### src/rtl/txs_pkg.sv
package txs_pkg;
    typedef struct packed {
        logic en;
        logic act;
        logic pend;
    } qstate_t;

    typedef enum logic [1:0] {
        EV_CFG = 2'd0,
        EV_ST  = 2'd1,
        EV_DB  = 2'd2,
        EV_POP = 2'd3
    } ev_kind_t;

    typedef enum logic [1:0] {
        S_IDLE  = 2'd0,
        S_LOOK  = 2'd1,
        S_APPLY = 2'd2,
        S_CMD   = 2'd3
    } fsm_t;
endpackage

### src/rtl/txs_state_ram.sv
module txs_state_ram
    import txs_pkg::*;
#(
    parameter int DEPTH = 16,
    localparam int AW = $clog2(DEPTH)
) (
    input  logic          clk,
    input  logic          rst_n,
    input  logic          rd_req,
    input  logic [AW-1:0] rd_addr,
    output qstate_t       rd_data,
    input  logic          wr_en,
    input  logic [AW-1:0] wr_addr,
    input  qstate_t       wr_data
);
    qstate_t       mem [DEPTH];
    logic [AW-1:0] addr_q;

    // two-stage read: address register, then data register
    always_ff @(posedge clk) begin
        if (!rst_n) begin
            addr_q  <= '0;
            rd_data <= '0;
            for (int i = 0; i < DEPTH; i++) mem[i] <= '0;
        end else begin
            if (rd_req) addr_q <= rd_addr;
            rd_data <= mem[addr_q];
            if (wr_en) mem[wr_addr] <= wr_data;
        end
    end
endmodule

### src/rtl/txs_fifo.sv
module txs_fifo #(
    parameter int DEPTH = 16,
    parameter int W     = 4,
    localparam int PW   = $clog2(DEPTH),
    localparam int CW   = $clog2(DEPTH + 1)
) (
    input  logic         clk,
    input  logic         rst_n,
    input  logic         push,
    input  logic [W-1:0] din,
    input  logic         pop,
    output logic [W-1:0] dout,
    output logic         empty,
    output logic         full
);
    logic [W-1:0]  mem [DEPTH];
    logic [PW-1:0] rp, wp;
    logic [CW-1:0] cnt;

    function automatic logic [PW-1:0] inc(input logic [PW-1:0] p);
        return (p == PW'(DEPTH - 1)) ? '0 : p + 1'b1;
    endfunction

    assign dout  = mem[rp];
    assign empty = (cnt == '0);
    assign full  = (cnt == CW'(DEPTH));

    always_ff @(posedge clk) begin
        if (!rst_n) begin
            rp  <= '0;
            wp  <= '0;
            cnt <= '0;
            for (int i = 0; i < DEPTH; i++) mem[i] <= '0;
        end else begin
            if (push && !full) begin
                mem[wp] <= din;
                wp      <= inc(wp);
            end
            if (pop && !empty) rp <= inc(rp);
            cnt <= cnt + CW'(push && !full) - CW'(pop && !empty);
        end
    end
endmodule

### src/rtl/txs_op_table.sv
module txs_op_table #(
    parameter int NSLOT = 4,
    parameter int QW    = 4,
    localparam int TW   = $clog2(NSLOT)
) (
    input  logic          clk,
    input  logic          rst_n,
    input  logic          alloc,
    input  logic [QW-1:0] alloc_q,
    output logic [TW-1:0] free_tag,
    output logic          full,
    input  logic          rel,
    input  logic [TW-1:0] rel_tag,
    output logic [QW-1:0] rel_q
);
    logic [NSLOT-1:0] busy;
    logic [QW-1:0]    owner [NSLOT];

    always_comb begin
        free_tag = '0;
        for (int i = NSLOT - 1; i >= 0; i--)
            if (!busy[i]) free_tag = TW'(i);
    end

    assign full  = &busy;
    assign rel_q = owner[rel_tag];

    always_ff @(posedge clk) begin
        if (!rst_n) begin
            busy <= '0;
            for (int i = 0; i < NSLOT; i++) owner[i] <= '0;
        end else begin
            if (alloc) begin
                busy[free_tag]  <= 1'b1;
                owner[free_tag] <= alloc_q;
            end
            if (rel) busy[rel_tag] <= 1'b0;
        end
    end
endmodule

### src/rtl/txq_rr_sched.sv
module txq_rr_sched
    import txs_pkg::*;
#(
    parameter int NQ    = 16,
    parameter int NSLOT = 4,
    parameter int LEN_W = 16,
    localparam int QW   = $clog2(NQ),
    localparam int TW   = $clog2(NSLOT)
) (
    input  logic             clk,
    input  logic             rst_n,
    input  logic             cfg_valid,
    output logic             cfg_ready,
    input  logic [QW-1:0]    cfg_queue,
    input  logic             cfg_enable,
    input  logic             db_valid,
    output logic             db_ready,
    input  logic [QW-1:0]    db_queue,
    output logic             cmd_valid,
    input  logic             cmd_ready,
    output logic [QW-1:0]    cmd_queue,
    output logic [TW-1:0]    cmd_tag,
    input  logic             st_valid,
    output logic             st_ready,
    input  logic [TW-1:0]    st_tag,
    input  logic [LEN_W-1:0] st_len
);
    fsm_t     state, nxt;
    ev_kind_t ev_kind, take_kind;
    logic [QW-1:0] ev_q, take_q;
    logic          ev_flag, take_flag, take_go;

    qstate_t ram_rdata, ram_wdata;
    logic    ram_we;

    logic          fifo_push, fifo_pop, fifo_empty, fifo_full;
    logic [QW-1:0] fifo_dout;

    logic          tbl_full, tbl_alloc, tbl_rel;
    logic [TW-1:0] tbl_free;
    logic [QW-1:0] tbl_rel_q;

    txs_state_ram #(.DEPTH(NQ)) u_ram (
        .clk(clk), .rst_n(rst_n),
        .rd_req(take_go), .rd_addr(take_q), .rd_data(ram_rdata),
        .wr_en(ram_we), .wr_addr(ev_q), .wr_data(ram_wdata)
    );

    txs_fifo #(.DEPTH(NQ), .W(QW)) u_fifo (
        .clk(clk), .rst_n(rst_n),
        .push(fifo_push), .din(ev_q), .pop(fifo_pop),
        .dout(fifo_dout), .empty(fifo_empty), .full(fifo_full)
    );

    txs_op_table #(.NSLOT(NSLOT), .QW(QW)) u_tbl (
        .clk(clk), .rst_n(rst_n),
        .alloc(tbl_alloc), .alloc_q(ev_q),
        .free_tag(tbl_free), .full(tbl_full),
        .rel(tbl_rel), .rel_tag(st_tag), .rel_q(tbl_rel_q)
    );

    assign cmd_queue = ev_q;
    assign cmd_tag   = tbl_free;
    assign tbl_alloc = cmd_valid && cmd_ready;
    assign tbl_rel   = st_valid && st_ready;

    // state register and captured event
    always_ff @(posedge clk) begin
        if (!rst_n) begin
            state   <= S_IDLE;
            ev_kind <= EV_POP;
            ev_q    <= '0;
            ev_flag <= 1'b0;
        end else begin
            state <= nxt;
            if (take_go) begin
                ev_kind <= take_kind;
                ev_q    <= take_q;
                ev_flag <= take_flag;
            end
        end
    end

    // next state and outputs
    always_comb begin
        nxt       = state;
        cfg_ready = 1'b0;
        st_ready  = 1'b0;
        db_ready  = 1'b0;
        cmd_valid = 1'b0;
        fifo_pop  = 1'b0;
        fifo_push = 1'b0;
        ram_we    = 1'b0;
        ram_wdata = ram_rdata;
        take_go   = 1'b0;
        take_kind = EV_POP;
        take_q    = fifo_dout;
        take_flag = 1'b0;
        unique case (state)
            S_IDLE: begin
                cfg_ready = 1'b1;
                st_ready  = !cfg_valid;
                db_ready  = !cfg_valid && !st_valid;
                if (cfg_valid) begin
                    take_go = 1'b1; take_kind = EV_CFG;
                    take_q = cfg_queue; take_flag = cfg_enable;
                end else if (st_valid) begin
                    take_go = 1'b1; take_kind = EV_ST;
                    take_q = tbl_rel_q; take_flag = (st_len != '0);
                end else if (db_valid) begin
                    take_go = 1'b1; take_kind = EV_DB;
                    take_q = db_queue;
                end else if (!fifo_empty && !tbl_full) begin
                    take_go = 1'b1; fifo_pop = 1'b1;
                end
                if (take_go) nxt = S_LOOK;
            end
            S_LOOK: nxt = S_APPLY;
            S_APPLY: begin
                ram_we = 1'b1;
                nxt    = S_IDLE;
                unique case (ev_kind)
                    EV_CFG: ram_wdata.en = ev_flag;
                    EV_DB: begin
                        if (ram_rdata.en) begin
                            if (!ram_rdata.act) begin
                                ram_wdata.act = 1'b1;
                                fifo_push     = 1'b1;
                            end else begin
                                ram_wdata.pend = 1'b1;
                            end
                        end
                    end
                    EV_ST: begin
                        if (ev_flag || ram_rdata.pend) begin
                            fifo_push      = 1'b1;
                            ram_wdata.pend = 1'b0;
                        end else begin
                            ram_wdata.act = 1'b0;
                        end
                    end
                    EV_POP: begin
                        if (ram_rdata.en) begin
                            nxt = S_CMD;
                        end else begin
                            ram_wdata.act  = 1'b0;
                            ram_wdata.pend = 1'b0;
                        end
                    end
                endcase
            end
            S_CMD: begin
                cmd_valid = 1'b1;
                if (cmd_ready) nxt = S_IDLE;
            end
        endcase
    end
endmodule

### config.mk
export PLATFORM = sky130hd
export DESIGN_NAME = txq_rr_sched
export DESIGN_NICKNAME = d
export VERILOG_FILES = /design/src/rtl/txs_pkg.sv /design/src/rtl/txs_state_ram.sv /design/src/rtl/txs_fifo.sv /design/src/rtl/txs_op_table.sv /design/src/rtl/txq_rr_sched.sv
export SDC_FILE = /design/constraint.sdc
export NUM_CORES = 1
export LEC_CHECK = 0
export BUFFER_PORTS_ARGS = -buffer_cell sky130_fd_sc_hd__buf_2
export CORE_ASPECT_RATIO = 1.75
export CORE_MARGIN = 4
export CORE_UTILIZATION = 54
export CTS_CLUSTER_DIAMETER = 150
export DETAILED_ROUTE_END_ITERATION = 10
export GPL_ROUTABILITY_DRIVEN = 0
export PLACE_DENSITY_LB_ADDON = 0.3
export RECOVER_POWER = 25
export SLEW_MARGIN = 0
export SYNTH_ARGS = -nofsm -noshare
export SYNTH_HDL_FRONTEND = slang
export SYNTH_HIERARCHICAL = 1
export SYNTH_SLANG_ARGS = --single-unit
### constraint.sdc
create_clock -name clk -period 5.58 [get_ports clk]
set_input_delay 0.837 -clock clk [delete_from_list [all_inputs] [get_ports clk]]
set_output_delay 0.837 -clock clk [all_outputs]
set_load 0.005 [all_outputs]
* After elaboration in Yosys (flattened, before gate mapping)
Memory sizes are Yosys's and may differ from the RTL's. A register that Yosys moved wholly into a read port is not among the register bits.
Index checks and enable logic that the tools add are counted.
** Storage, ports and cells
- Input bits :: 33
- Memories :: 3
- Logic and storage cells :: 135
- Bits in registers :: 26
- RAM bits :: 128
** Cells by class
- Equality and inequality tests :: 11
- Bitwise logic cells :: 3
- $add $sub $neg :: 4
- Reduce and logical (&&, ||, !) cells :: 24
- Order comparisons :: 4
- Mux-type cells :: 78
** Memories
- u_fifo.mem :: words 16, bits a word 4, rd ports 1, clocked after memory_dff 1, write ports 16, RTL line txs_fifo.sv:16 : logic [W-1:0] mem [DEPTH];
- u_ram.mem :: words 16, bits a word 3, rd ports 1, clocked after memory_dff 1, write ports 16, RTL line txs_state_ram.sv:16 : qstate_t mem [DEPTH];
- u_tbl.owner :: words 4, bits a word 4, rd ports 1, clocked after memory_dff 0, write ports 4, RTL line txs_op_table.sv:17 : logic [QW-1:0] owner [NSLOT];
** Operator list (number)
- $mux 4 :: 15
- $mux 1 :: 42
- $mux 2 :: 14
- $reduce_bool 16->1 :: 1
- $add 4x1->4 const B :: 2
- $eq 2x2->1 const B :: 4
- $eq 4x4->1 const B :: 2
- $logic_and 1x1->1 :: 8
- $pmux 2 s4 :: 1
- $reduce_or 4->1 :: 2
- $logic_not 1->1 :: 6
- $lt 2x3->1 const B :: 2
- $mux 3 :: 2
- $pmux 2 s3 :: 1
- $add 5x1->5 :: 1
- $eq 5x5->1 const B :: 1
- $logic_not 5->1 :: 1
- $sub 5x1->5 :: 1
- $and 4x4->4 :: 1
- $demux 1 s2 :: 2
- $eq 2x1->1 const B :: 2
- $ge 2x1->1 const B :: 2
- $logic_not 2->1 :: 2
- $not 4->4 :: 1
- other kinds (8) :: 8

* Longest topological paths before layout
Gate-level depths: netlist (run 1).
- Depth after elaboration :: 13
- Depth in mapped cells :: 18
- Depth with buffers taken out :: 18

* By module
Netlist (run 1), hierarchy kept.
** By module, submodules not included
- txs_fifo :: instances 1, area each 3801.1 µm², sequential area each 2262.2 µm², cells an instance 309
- txs_state_ram :: instances 1, area each 2615.0 µm², sequential area each 1581.5 µm², cells an instance 189
- txs_op_table :: instances 1, area each 969.7 µm², sequential area each 560.5 µm², cells an instance 73
- txq_rr_sched :: instances 1, area each 817.0 µm², sequential area each 180.2 µm², cells an instance 104

* Worst setup path before layout (run 1)
Ideal clock, no wire load.
- Kind :: input to register
- Start point :: input port cfg_valid
- End point :: register u_fifo.cnt[4]
- Arrival :: 2.883 ns
- Stages on the path :: 14
- Path buffers :: 0
- Slack :: 2.581 ns
- Required time :: 5.464 ns
- Path through :: nor3_2 nand2_1 nor2_1 nand2_2 inv_2 ha_1 inv_1 ha_1 inv_1 fa_1 nand2b_1 a21oi_1 o21ai_0 and3b_1
** On the way
- Longest elaborated chain between the ends :: 4
** RTL lines
- from (decl) :: RTL line txq_rr_sched.sv:12 : input logic cfg_valid,
- $mux 1 :: RTL line txq_rr_sched.sv:104 : if (cfg_valid) begin
- $mux 1 :: RTL line txq_rr_sched.sv:99 : unique case (state)
- via fifo_pop :: RTL line txq_rr_sched.sv:36 : logic fifo_push, fifo_pop, fifo_empty, fifo_full;
- $logic_and 1x1->1 :: RTL line txs_fifo.sv:40 : cnt <= cnt + CW'(push && !full) - CW'(pop && !empty);
- $sub 5x1->5 :: RTL line txs_fifo.sv:40
- to (signal assigned) :: RTL line txs_fifo.sv:40
- to (decl) :: RTL line txs_fifo.sv:18 : logic [CW-1:0] cnt;
The timed path passes the listed nets, and every way through them passes these cells.
A chain may end at the register's enable or synchronous reset.

==> load_flow_metrics.sql, run 1 <==
INSERT INTO impl_metrics (metric_group, metric, value, unit) VALUES
('clock_network', 'cts_resized', '0', ''),
('layout', 'layout.cells.most_common_list', 'sky130_fd_sc_hd__edfxtp_1, sky130_fd_sc_hd__nor2_1, sky130_fd_sc_hd__and2_1', ''),
('routing', 'number_of_remaining_drc_errors', '0', ''),
('die', 'die-width', '101', 'um'),
('global_routing', 'globalRouteTotalUtil', '0.234', ''),
('sta', 'final_hold_viol_count', '0', ''),
('placement', 'portBuffers', '42', ''),
('critical_path', 'crit_arrival', '3.86', 'ns'),
('run', 'cap_violations', '0', ''),
('power_and_ir_drop', 'power.density', '331', 'mW/mm2'),
('critical_path', 'worst-endpoint-required', '5.69', 'ns'),
('clock_network', 'clock_tree.buffer_depth', '2', ''),
('critical_path', 'setup.worst_path.start_class', 'input port', ''),
('sta', 'slew_headroom', '0.0279', ''),
('worst_hold_path', 'hold-path-endpoint', 'u_fifo/rp[1]', ''),
('synthesis', 'post_synth.cell_area_avg', '12.2', 'um2'),
('clock_network', 'tritoncts', 'yes', ''),
('critical_path', 'timing.reg2reg.setup_slack', '2.25', 'ns'),
('layout', 'final_net_count', '753', ''),
('layout', 'n_antenna_cell', '0', ''),
('outcome', 'status', 'complete, no violations', ''),
('clock_network', 'cts_inserted_buffers', '17', ''),
('clock_network', 'cts_hold_buffers', '0', ''),
('die', 'initial_utilization', '0.550', ''),
('layout', 'final_util', '0.603', ''),
('layout', 'areaGrowthSynthToFinish', '9.65', '%'),
('routing', 'detail_route.wirelength', '19.3', 'mm'),
('critical_path', 'timing.rr.end', 'u_fifo/cnt[4]', ''),
('clock_network', 'clock_tree.root_cell', 'sky130_fd_sc_hd__clkbuf_16', ''),
('critical_path', 'timing_worst_setup_path_type', 'in -> reg', ''),
('routing', 'first_pass_iters', '5', ''),
('sta', 'slew_viol_final', '0', ''),
('synthesis', 'syn_area', '0.00820', 'mm2'),
('placement', 'place_area', '0.00846', 'mm2'),
('routing', 'vias', '5601', ''),
('die', 'core_area', '0.0149', 'mm2'),
('sta', 'clock-skew-final', '0.0105', 'ns'),
('worst_hold_path', 'worst_hold_path_depth', '2', ''),
('sta', 'final-setup-viol-count', '0', ''),
('placement', 'hpwlAfterDp', '14.3', 'mm'),
('routing', 'route.detailed.vias_per_inst', '6.23', ''),
('critical_path', 'r2r_cells', '18', ''),
('global_routing', 'grt_pass1_wl', '30.2', 'mm'),
('routing', 'antenna_left', '0', ''),
('worst_hold_path', 'holdCritPathClass', 'reg -> reg', ''),
('sta', 'layout_min_cycle_time', '3.74', 'ns'),
('layout', 'most_common_cell_after_layout_fill_and_taps_aside', 'sky130_fd_sc_hd__edfxtp_1', ''),
('critical_path', 'setup.worst_path.end_class', 'register', ''),
('power_and_ir_drop', 'peakVddDrop', '0.263', 'mV'),
('global_routing', 'grt_antenna_before_repair', '0', ''),
('critical_path', 'timing.rr.start', 'u_fifo/cnt[3]', ''),
('sta', 'achievable-frequency', '267', 'MHz'),
('layout', 'filler_cell_count', '1185', ''),
('clock_network', 'clock_slew_at_the_register_clock_pins_of_the_worst_setup_and_hold_paths', '0.07', 'ns'),
('global_routing', 'grt_max_degree', '29', ''),
('die', 'floorplan.die_area', '0.0173', 'mm2'),
('clock_network', 'cts.sinks', '165', ''),
('routing', 'drt_iter0_drc', '364', ''),
('clock_network', 'cts_setup_buffers', '0', ''),
('global_routing', 'grt-ovfl-total', '0', ''),
('die', 'die-height', '171', 'um'),
('worst_hold_path', 'hold_path_startpoint', 'u_fifo/rp[1]', ''),
('layout', 'post_route_cells_drive_above_1_share', '0.140', ''),
('synthesis', 'postSynthCellCount', '674', ''),
('sta', 'grt_setup_unrepaired', 'false', ''),
('power_and_ir_drop', 'power.static_leakage', '3.24', 'nW'),
('sta', 'timing.final.crit_share', '0.671', ''),
('critical_path', 'critical_path_peak_fanout', '28', ''),
('synthesis', 'synthesized_netlist_net_count', '724', ''),
('die', 'io_pins', '43', ''),
('die', 'floorplan.rows', '59', ''),
('synthesis', 'yosysWarningCount', '6', ''),
('routing', 'drt-wirelength-per-cell', '21.5', 'um'),
('layout', 'finalInstanceArea', '0.00899', 'mm2'),
('sta', 'setup_total_negative_slack', '0', 'ns'),
('clock_network', 'htree_levels', '4', ''),
('clock_network', 'worst_skew_pair.late_latency', '0.42', 'ns'),
('global_routing', 'first_global_vias', '5778', ''),
('sta', 'worst_slew_pin_slew', '1.44', 'ns');
[cell type report]
cell class	instances	area, um2	area share
repair buffers	45	223	0.0248
flip-flops and latches	165	4580	0.510
clock buffers	17	425	0.0473
inverters	26	97.6	0.0109
clock inverters	15	145	0.0161
multi-input cells	448	3280	0.365
well taps	183	229	0.0255
[critical path, stage by stage]
cell	delay, ns
sky130_fd_sc_hd__clkbuf_1	0.84
sky130_fd_sc_hd__clkbuf_1	0.96
sky130_fd_sc_hd__nand4b_1	0.51
sky130_fd_sc_hd__nor3_1	0.45
sky130_fd_sc_hd__nand2b_1	0.24
[registers in the layout, summed over array words and instances, names as in the netlist, named ones only]
register / cells
u_fifo/mem: 64
u_ram/mem: 48
u_tbl/owner: 16
u_fifo/cnt: 5
cmd_queue: 4
u_fifo/rp: 4
u_fifo/wp: 4
u_ram/addr_q: 4
u_tbl/busy: 4
u_ram/rd_data: 3
ev_kind: 2
state: 2
ev_flag: 1
[layer usage]
layer	wire length, um	vias to the layer above	GRT usage
li1	-	2557	-
met1	6440	2734	0.237
met2	10800	231	0.436
met3	849	79	0.0375
met4	1180	0	0.142
met5	0	-	0
[power breakdown]
group          internal [mW]  switching, mW  total (mW)  leakage (nW)
combinational          0.147          0.223       0.370          1.34
sequential              1.39         0.0925        1.48          1.62
clock                  0.628          0.500        1.13         0.280
[metrics by stage]
stage / setup WS, ns / hold slack, ns / power [mW] / std cells
6_report: 1.84 / 0.561 / 2.98 / 899
5_1_grt: 1.54 / 0.571 / 3.09 / 899
4_1_cts: 2.36 / 0.565 / 3.00 / 899
3_5_place_dp: 2.13 / 0.549 / 1.87 / 867
3_3_place_gp: 2.22 / 0.537 / 1.87 / 867
2_1_floorplan: 2.58 / 0.503 / 1.73 / 674
[worst max-delay path by stage]
stage | slack, ns | cells past startpoint | to | startpoint
6_report | 1.84 | 5 | u_ram/mem[4][1] | rst_n
5_1_grt | 1.54 | 5 | u_ram/mem[4][2] | rst_n
4_1_cts | 2.36 | 18 | u_fifo/cnt[4] | u_fifo/cnt[2]
3_5_place_dp | 2.13 | 15 | u_fifo/cnt[4] | cfg_valid
3_3_place_gp | 2.22 | 15 | u_fifo/cnt[4] | cfg_valid
2_1_floorplan | 2.58 | 14 | u_fifo/cnt[4] | cfg_valid
(Power assumes the default switching activity.)
==> run 2: changes to the inputs <==
Settings changed: ABC_AREA from default to 1.
Clock period 5.58 ns to 3.3 ns, I/O delays scaled along.
==> run 2 against run 1 <==
Die area up 6.0%. Critical path depth rose by 16. First-iteration DRC count up 1.1%. Routed wire length up 4.4%. Global-route usage down 0.80 points. Clock skew down 0.0014 ns. Sequential power up 63%. Sequential share of layout area is 3.1 points lower. Largest power group unchanged.
==> load_flow_metrics.sql, run 2 <==
INSERT INTO impl_metrics (metric_group, metric, value, unit) VALUES
('outcome', 'status', 'complete, no violations', ''),
('die', 'core_area', '0.0159', 'mm2'),
('clock_network', 'cts_resized', '0', ''),
('routing', 'vias', '6752', ''),
('global_routing', 'grt_max_degree', '31', ''),
('routing', 'first_pass_iters', '5', ''),
('run', 'cap_violations', '0', ''),
('sta', 'setup_total_negative_slack', '0', 'ns'),
('clock_network', 'clock_tree.root_cell', 'sky130_fd_sc_hd__clkbuf_16', ''),
('sta', 'final-setup-viol-count', '0', ''),
('worst_hold_path', 'holdCritPathClass', 'in -> reg', ''),
('synthesis', 'postSynthCellCount', '1042', ''),
('global_routing', 'grt_antenna_before_repair', '0', ''),
('die', 'initial_utilization', '0.549', ''),
('routing', 'detail_route.wirelength', '20.2', 'mm'),
('synthesis', 'yosysWarningCount', '6', ''),
('critical_path', 'timing_worst_setup_path_type', 'reg -> reg', ''),
('power_and_ir_drop', 'power.static_leakage', '4.11', 'nW'),
('critical_path', 'crit_start', 'u_fifo/cnt[2]', ''),
('placement', 'portBuffers', '42', ''),
('power_and_ir_drop', 'seqPwrFrac', '0.463', ''),
('layout', 'layout.cells.most_common_list', 'sky130_fd_sc_hd__nand2_1, sky130_fd_sc_hd__nor2_1, sky130_fd_sc_hd__inv_1', ''),
('layout', 'n_antenna_cell', '0', ''),
('sta', 'grt_setup_unrepaired', 'false', ''),
('critical_path', 'worst-endpoint-required', '3.67', 'ns'),
('power_and_ir_drop', 'total_switching_power', '1.41', 'mW'),
('die', 'floorplan.die_area', '0.0183', 'mm2'),
('layout', 'final_net_count', '1124', ''),
('synthesis', 'syn_area', '0.00872', 'mm2'),
('global_routing', 'grt-ovfl-total', '0', ''),
('critical_path', 'setup.worst_path.end_class', 'register', ''),
('clock_network', 'cts_setup_buffers', '0', ''),
('routing', 'drt_iter0_drc', '368', ''),
('critical_path', 'crit_path_end', 'u_fifo/cnt[4]', ''),
('critical_path', 'critical_path_peak_fanout', '4', ''),
('critical_path', 'crit_arrival', '3.21', 'ns'),
('synthesis', 'post_synth.cell_area_avg', '8.37', 'um2'),
('critical_path', 'r2r_cells', '21', ''),
('global_routing', 'first_global_vias', '6814', ''),
('routing', 'drt-wirelength-per-cell', '15.8', 'um'),
('power_and_ir_drop', 'fin_total_pwr', '5.20', 'mW'),
('clock_network', 'worst_skew_pair.late_latency', '0.43', 'ns'),
('die', 'die-width', '104', 'um'),
('sta', 'worst_slew_pin_slew', '0.824', 'ns'),
('layout', 'reg_top3', 'u_fifo/mem: 64 flops, u_ram/mem: 48 flops, u_tbl/owner: 16 flops', ''),
('sta', 'slew_viol_final', '0', ''),
('critical_path', 'timing.rr.end', 'u_fifo/cnt[4]', ''),
('layout', 'most_common_cell_after_layout_fill_and_taps_aside', 'sky130_fd_sc_hd__nand2_1', ''),
('routing', 'antenna_left', '0', ''),
('clock_network', 'cts_hold_buffers', '0', ''),
('sta', 'clock-skew-final', '0.00906', 'ns'),
('power_and_ir_drop', 'p_int', '3.79', 'mW'),
('clock_network', 'cts.sinks', '165', ''),
('layout', 'largest_reg_flops', '64', ''),
('layout', 'post_route_cells_drive_above_1_share', '0.127', ''),
('power_and_ir_drop', 'power.density', '543', 'mW/mm2'),
('die', 'floorplan.rows', '61', ''),
('clock_network', 'htree_levels', '4', ''),
('sta', 'achievable-frequency', '352', 'MHz'),
('power_and_ir_drop', 'combPwrFrac', '0.117', ''),
('sta', 'slew_headroom', '0.450', ''),
('placement', 'hpwlAfterDp', '14.7', 'mm'),
('die', 'io_pins', '43', ''),
('critical_path', 'timing.reg2reg.setup_slack', '0.46', 'ns'),
('sta', 'final_hold_viol_count', '0', ''),
('global_routing', 'grt_pass1_wl', '32.4', 'mm'),
('routing', 'number_of_remaining_drc_errors', '0', ''),
('clock_network', 'cts_inserted_buffers', '17', ''),
('layout', 'largest-register', 'u_fifo/mem', ''),
('critical_path', 'timing.rr.start', 'u_fifo/cnt[2]', ''),
('clock_network', 'clock_tree.buffer_depth', '2', ''),
('clock_network', 'clock_slew_at_the_register_clock_pins_of_the_worst_setup_and_hold_paths', '0.07', 'ns'),
('sta', 'timing.final.crit_share', '0.861', ''),
('clock_network', 'tritoncts', 'yes', ''),
('global_routing', 'globalRouteTotalUtil', '0.226', ''),
('routing', 'route.detailed.vias_per_inst', '5.29', ''),
('power_and_ir_drop', 'pwr-share-clk', '0.420', ''),
('power_and_ir_drop', 'p_sw_frac', '0.271', ''),
('sta', 'layout_min_cycle_time', '2.84', 'ns'),
('power_and_ir_drop', 'peakVddDrop', '0.345', 'mV'),
('critical_path', 'setup.worst_path.start_class', 'register', ''),
('die', 'die-height', '176', 'um'),
('synthesis', 'synthesized_netlist_net_count', '1092', ''),
('layout', 'areaGrowthSynthToFinish', '9.73', '%');
[run 2: changes by cell type in the layout (fill, tap and decap cells not counted), sizes merged, moves of 18 or more]
cell    change
o21ai      -21
nor2       +95
nand2b     -18
and2       -57
mux4       -32
inv       +119
a21oi      +18
nand3      +93
nand2     +262
[run 2: metrics by stage]
step / hold slack (ns) / std cells / util / worst slack (ns) / cell area [um2]
final: 0.409 / 1276 / 0.603 / 0.460 / 9570
after global placement: 0.456 / 1244 / 0.566 / 0.421 / 8990
after CTS: 0.408 / 1276 / 0.607 / 0.356 / 9640
after detailed placement: 0.474 / 1244 / 0.566 / 0.418 / 8990
after global routing: 0.437 / 1276 / 0.603 / 0.116 / 9570
after floorplan: 0.445 / 1042 / - / 0.671 / 8720
[run 2: worst min path at each step]
stage,startpoint,to,slack (ns),cells after the start
after floorplan,u_tbl/busy[3],u_tbl/busy[3],0.45,2
after global placement,u_tbl/busy[3],u_tbl/busy[3],0.46,2
after detailed placement,u_tbl/busy[3],u_tbl/busy[3],0.47,2
after CTS,cmd_ready,state[0],0.41,4
after global routing,cmd_ready,state[0],0.44,4
final,cmd_ready,state[0],0.41,4
[run 2: per-layer routing]
layer  track usage  vias to the layer above  routed length (um)
li1              -                     3375                   -
met1         0.228                     3122                7440
met2         0.446                      206               11000
met3        0.0388                       49                 979
met4         0.104                        0                 741
met5             0                        -                   0
[run 2: layout make-up]
| cell class | count | area [um2] |
|---|---|---|
| flip-flops and latches | 165 | 4580 |
| inverters | 147 | 557 |
| repair buffers | 48 | 244 |
| fillers | 1378 | 6300 |
| well taps | 189 | 236 |
| clock buffers | 18 | 439 |
| multi-input cells | 695 | 3300 |
| clock inverters | 14 | 210 |
[run 2: critical path, cell delays in order (launching register included)]
cell and delay, ns:
sky130_fd_sc_hd__dfxtp_1 0.34, sky130_fd_sc_hd__inv_1 0.07, sky130_fd_sc_hd__ha_1 0.22, sky130_fd_sc_hd__nand3_1 0.16
sky130_fd_sc_hd__inv_1 0.05, sky130_fd_sc_hd__inv_1 0.04, sky130_fd_sc_hd__nand2_1 0.08, sky130_fd_sc_hd__nor3_2 0.22
sky130_fd_sc_hd__nand2_1 0.13, sky130_fd_sc_hd__inv_1 0.12, sky130_fd_sc_hd__ha_1 0.24, sky130_fd_sc_hd__inv_1 0.07
sky130_fd_sc_hd__ha_1 0.17, sky130_fd_sc_hd__inv_1 0.06, sky130_fd_sc_hd__fa_1 0.37, sky130_fd_sc_hd__inv_1 0.07
sky130_fd_sc_hd__nand2_1 0.06, sky130_fd_sc_hd__nand2_1 0.06, sky130_fd_sc_hd__a21oi_1 0.07, sky130_fd_sc_hd__nand2_1 0.06
sky130_fd_sc_hd__nand2_1 0.04, sky130_fd_sc_hd__nor2_1 0.08
[run 2: power by group through the flow]
stage / Combinational, mW / Clock [mW] / Sequential [mW]
after floorplan: 0.575 / 0 / 2.44
after global placement: 0.608 / 0 / 2.45
after detailed placement: 0.615 / 0 / 2.45
after CTS: 0.623 / 2.21 / 2.41
after global routing: 0.672 / 2.29 / 2.41
final: 0.608 / 2.18 / 2.41
==> run 3: changes to the inputs <==
==> constraint.sdc (replaced) <==
create_clock -name clk -period 3.3 [get_ports clk]
set_input_delay 0 -clock clk [delete_from_list [all_inputs] [get_ports clk]]
set_output_delay 0 -clock clk [all_outputs]
set_load 0.005 [all_outputs]
==> run 3 against run 2 <==
Total power decreased by 1.3%. Global-route usage decreased by 0.051 points. Sequential share of layout area decreased by 0.11 points. Non-clock buffer count grew 5. Count of clock-buffer cells in the layout unchanged. Critical path type unchanged.
==> load_flow_metrics.sql, run 3 (synthesized netlist as in run 2, its figures left out) <==
INSERT INTO impl_metrics (metric_group, metric, value, unit) VALUES
('outcome', 'status', 'complete, no violations', ''),
('clock_network', 'cts_inserted_buffers', '17', ''),
('die', 'die-height', '176', 'um'),
('critical_path', 'critical_path_peak_fanout', '4', ''),
('global_routing', 'first_global_vias', '6690', ''),
('routing', 'detail_route.wirelength', '19.9', 'mm'),
('power_and_ir_drop', 'p_sw_frac', '0.267', ''),
('routing', 'first_pass_iters', '5', ''),
('placement', 'placement.setup.worst_slack', '0.421', 'ns'),
('layout', 'finalInstanceArea', '0.00959', 'mm2'),
('power_and_ir_drop', 'peakVddDrop', '0.355', 'mV'),
('run', 'cap_violations', '0', ''),
('die', 'floorplan.rows', '61', ''),
('critical_path', 'worstPathCellList', 'inv_1 -> ha_1 -> nand3_1 -> inv_1 -> inv_1 -> nand2_1 -> nor3_1 -> nand2_1 -> inv_1 -> ha_1 -> inv_1 -> ha_1 -> inv_1 -> fa_1 -> inv_1 -> nand2_1 -> nand2_1 -> a21oi_1 -> nand2_1 -> nand2_1 -> nor2_1', ''),
('layout', 'areaGrowthSynthToFinish', '9.98', '%'),
('power_and_ir_drop', 'seqPwrFrac', '0.467', ''),
('sta', 'slew_headroom', '0.464', ''),
('sta', 'final-setup-viol-count', '0', ''),
('sta', 'setup_total_negative_slack', '0', 'ns'),
('clock_network', 'clock_tree.root_cell', 'sky130_fd_sc_hd__clkbuf_16', ''),
('power_and_ir_drop', 'combPwrFrac', '0.121', ''),
('layout', 'largest-register', 'u_fifo/mem', ''),
('clock_network', 'clock_tree.buffer_depth', '2', ''),
('power_and_ir_drop', 'power.density', '535', 'mW/mm2'),
('die', 'die-width', '104', 'um'),
('die', 'core_area', '0.0159', 'mm2'),
('critical_path', 'timing_worst_setup_path_type', 'reg -> reg', ''),
('layout', 'filler_cell_count', '1398', ''),
('sta', 'worst_slew_pin_slew', '0.803', 'ns'),
('clock_network', 'htree_levels', '4', ''),
('routing', 'number_of_remaining_drc_errors', '0', ''),
('sta', 'final_hold_viol_count', '0', ''),
('routing', 'drt_iter0_drc', '411', ''),
('sta', 'achievable-frequency', '344', 'MHz'),
('critical_path', 'crit_path_max_incr_delay', '0.38', 'ns'),
('power_and_ir_drop', 'p_int', '3.76', 'mW'),
('power_and_ir_drop', 'pwr-share-clk', '0.412', ''),
('sta', 'slew_viol_final', '0', ''),
('critical_path', 'worst-endpoint-required', '3.67', 'ns'),
('routing', 'drt-wirelength-per-cell', '15.5', 'um'),
('critical_path', 'r2r_cells', '21', ''),
('routing', 'vias', '6736', ''),
('power_and_ir_drop', 'fin_total_pwr', '5.13', 'mW'),
('critical_path', 'cell_repeated_most_along_the_worst_path', 'sky130_fd_sc_hd__inv_1', ''),
('clock_network', 'cts.sinks', '165', ''),
('global_routing', 'grt_antenna_before_repair', '0', ''),
('layout', 'n_antenna_cell', '0', ''),
('global_routing', 'globalRouteTotalUtil', '0.226', ''),
('layout', 'largest_reg_flops', '64', ''),
('power_and_ir_drop', 'total_switching_power', '1.37', 'mW'),
('critical_path', 'crit_path_top_delay_cell', 'sky130_fd_sc_hd__fa_1', ''),
('layout', 'post_route_cells_drive_above_1_share', '0.123', ''),
('critical_path', 'crit_arrival', '3.28', 'ns'),
('sta', 'layout_min_cycle_time', '2.91', 'ns'),
('layout', 'final_net_count', '1129', ''),
('worst_hold_path', 'holdCritPathClass', 'in -> reg', ''),
('placement', 'hpwlAfterDp', '14.5', 'mm'),
('layout', 'reg_top3', 'u_fifo/mem: 64 flops, u_ram/mem: 48 flops, u_tbl/owner: 16 flops', ''),
('placement', 'place_area', '0.00900', 'mm2'),
('layout', 'most_common_cell_after_layout_fill_and_taps_aside', 'sky130_fd_sc_hd__nand2_1', ''),
('sta', 'timing.final.crit_share', '0.881', ''),
('die', 'floorplan.die_area', '0.0183', 'mm2'),
('die', 'io_pins', '43', ''),
('critical_path', 'setup.worst_path.start_class', 'register', ''),
('critical_path', 'setup.worst_path.end_class', 'register', ''),
('global_routing', 'grt_max_degree', '33', ''),
('global_routing', 'grt_pass1_wl', '32.4', 'mm'),
('clock_network', 'cts_resized', '0', ''),
('clock_network', 'clock_slew_at_the_register_clock_pins_of_the_worst_setup_and_hold_paths', '0.07', 'ns'),
('clock_network', 'tritoncts', 'yes', ''),
('worst_hold_path', 'worst_hold_path_depth', '3', ''),
('routing', 'route.detailed.vias_per_inst', '5.26', ''),
('routing', 'antenna_left', '0', ''),
('sta', 'clock-skew-final', '0.0155', 'ns'),
('die', 'initial_utilization', '0.549', ''),
('power_and_ir_drop', 'power.static_leakage', '4.12', 'nW'),
('sta', 'final.setup.worst_slack', '0.392', 'ns'),
('clock_network', 'worst_skew_pair.late_latency', '0.43', 'ns'),
('sta', 'grt_setup_unrepaired', 'false', ''),
('layout', 'layout.cells.most_common_list', 'sky130_fd_sc_hd__nand2_1, sky130_fd_sc_hd__nor2_1, sky130_fd_sc_hd__inv_1', ''),
('global_routing', 'grt-ovfl-total', '0', ''),
('placement', 'portBuffers', '42', '');
-- run 3: final cells by class --
class / count / area (um2) / share of cell area
clock buffers: 18 / 429 / 0.0447
clock inverters: 14 / 199 / 0.0207
inverters: 147 / 557 / 0.0580
multi-input cells: 695 / 3300 / 0.344
flip-flops and latches: 165 / 4580 / 0.478
well taps: 189 / 236 / 0.0247
repair buffers: 53 / 288 / 0.0300
-- run 3: what timing repair did --
action	in CTS	in global routing
setup buffers	0	0
hold buffers	4	0
hold endpoints to repair	3	0
-- run 3: routing by layer --
metal  vias up  GRT usage  share of wire
li1       3385          -              -
met1      3123      0.240           0.37
met2       198      0.439           0.56
met3        30     0.0307          0.046
met4         0     0.0987          0.024
met5         -          0              0
-- run 3: stage by stage --
stage,std cells,util,hold slack (ns)
2_1_floorplan,1042,-,0.0842
3_5_place_dp,1245,0.567,0.347
3_3_place_gp,1245,0.567,0.354
4_1_cts,1281,0.609,0.00144
5_1_grt,1281,0.604,0.0317
6_report,1281,0.604,0.0144
-- run 3: critical path: cells and delay by family (launching register included) --
family	cells	cell delay, ns
simple gates	9	0.98
compound gates	1	0.07
buf+inv	7	0.47
fa+ha+maj	4	0.99
flops	1	0.34
-- run 3: power groups by stage --
stage               combinational (mW)  sequential, mW  clock (mW)
finish                           0.620            2.40        2.11
global route                     0.700            2.41        2.23
global placement                 0.621            2.44           0
floorplan                        0.575            2.44           0
detailed placement               0.628            2.44           0
CTS                              0.636            2.40        2.13
-- run 3: final timing paths --
path                         to  slack, ns     startpoint
hold reg to reg   u_tbl/busy[3]       0.48  u_tbl/busy[3]
setup / recovery  u_fifo/cnt[4]       0.39  u_fifo/cnt[2]
setup reg to reg  u_fifo/cnt[4]       0.39  u_fifo/cnt[2]
hold / removal    u_fifo/cnt[0]       0.01          rst_n
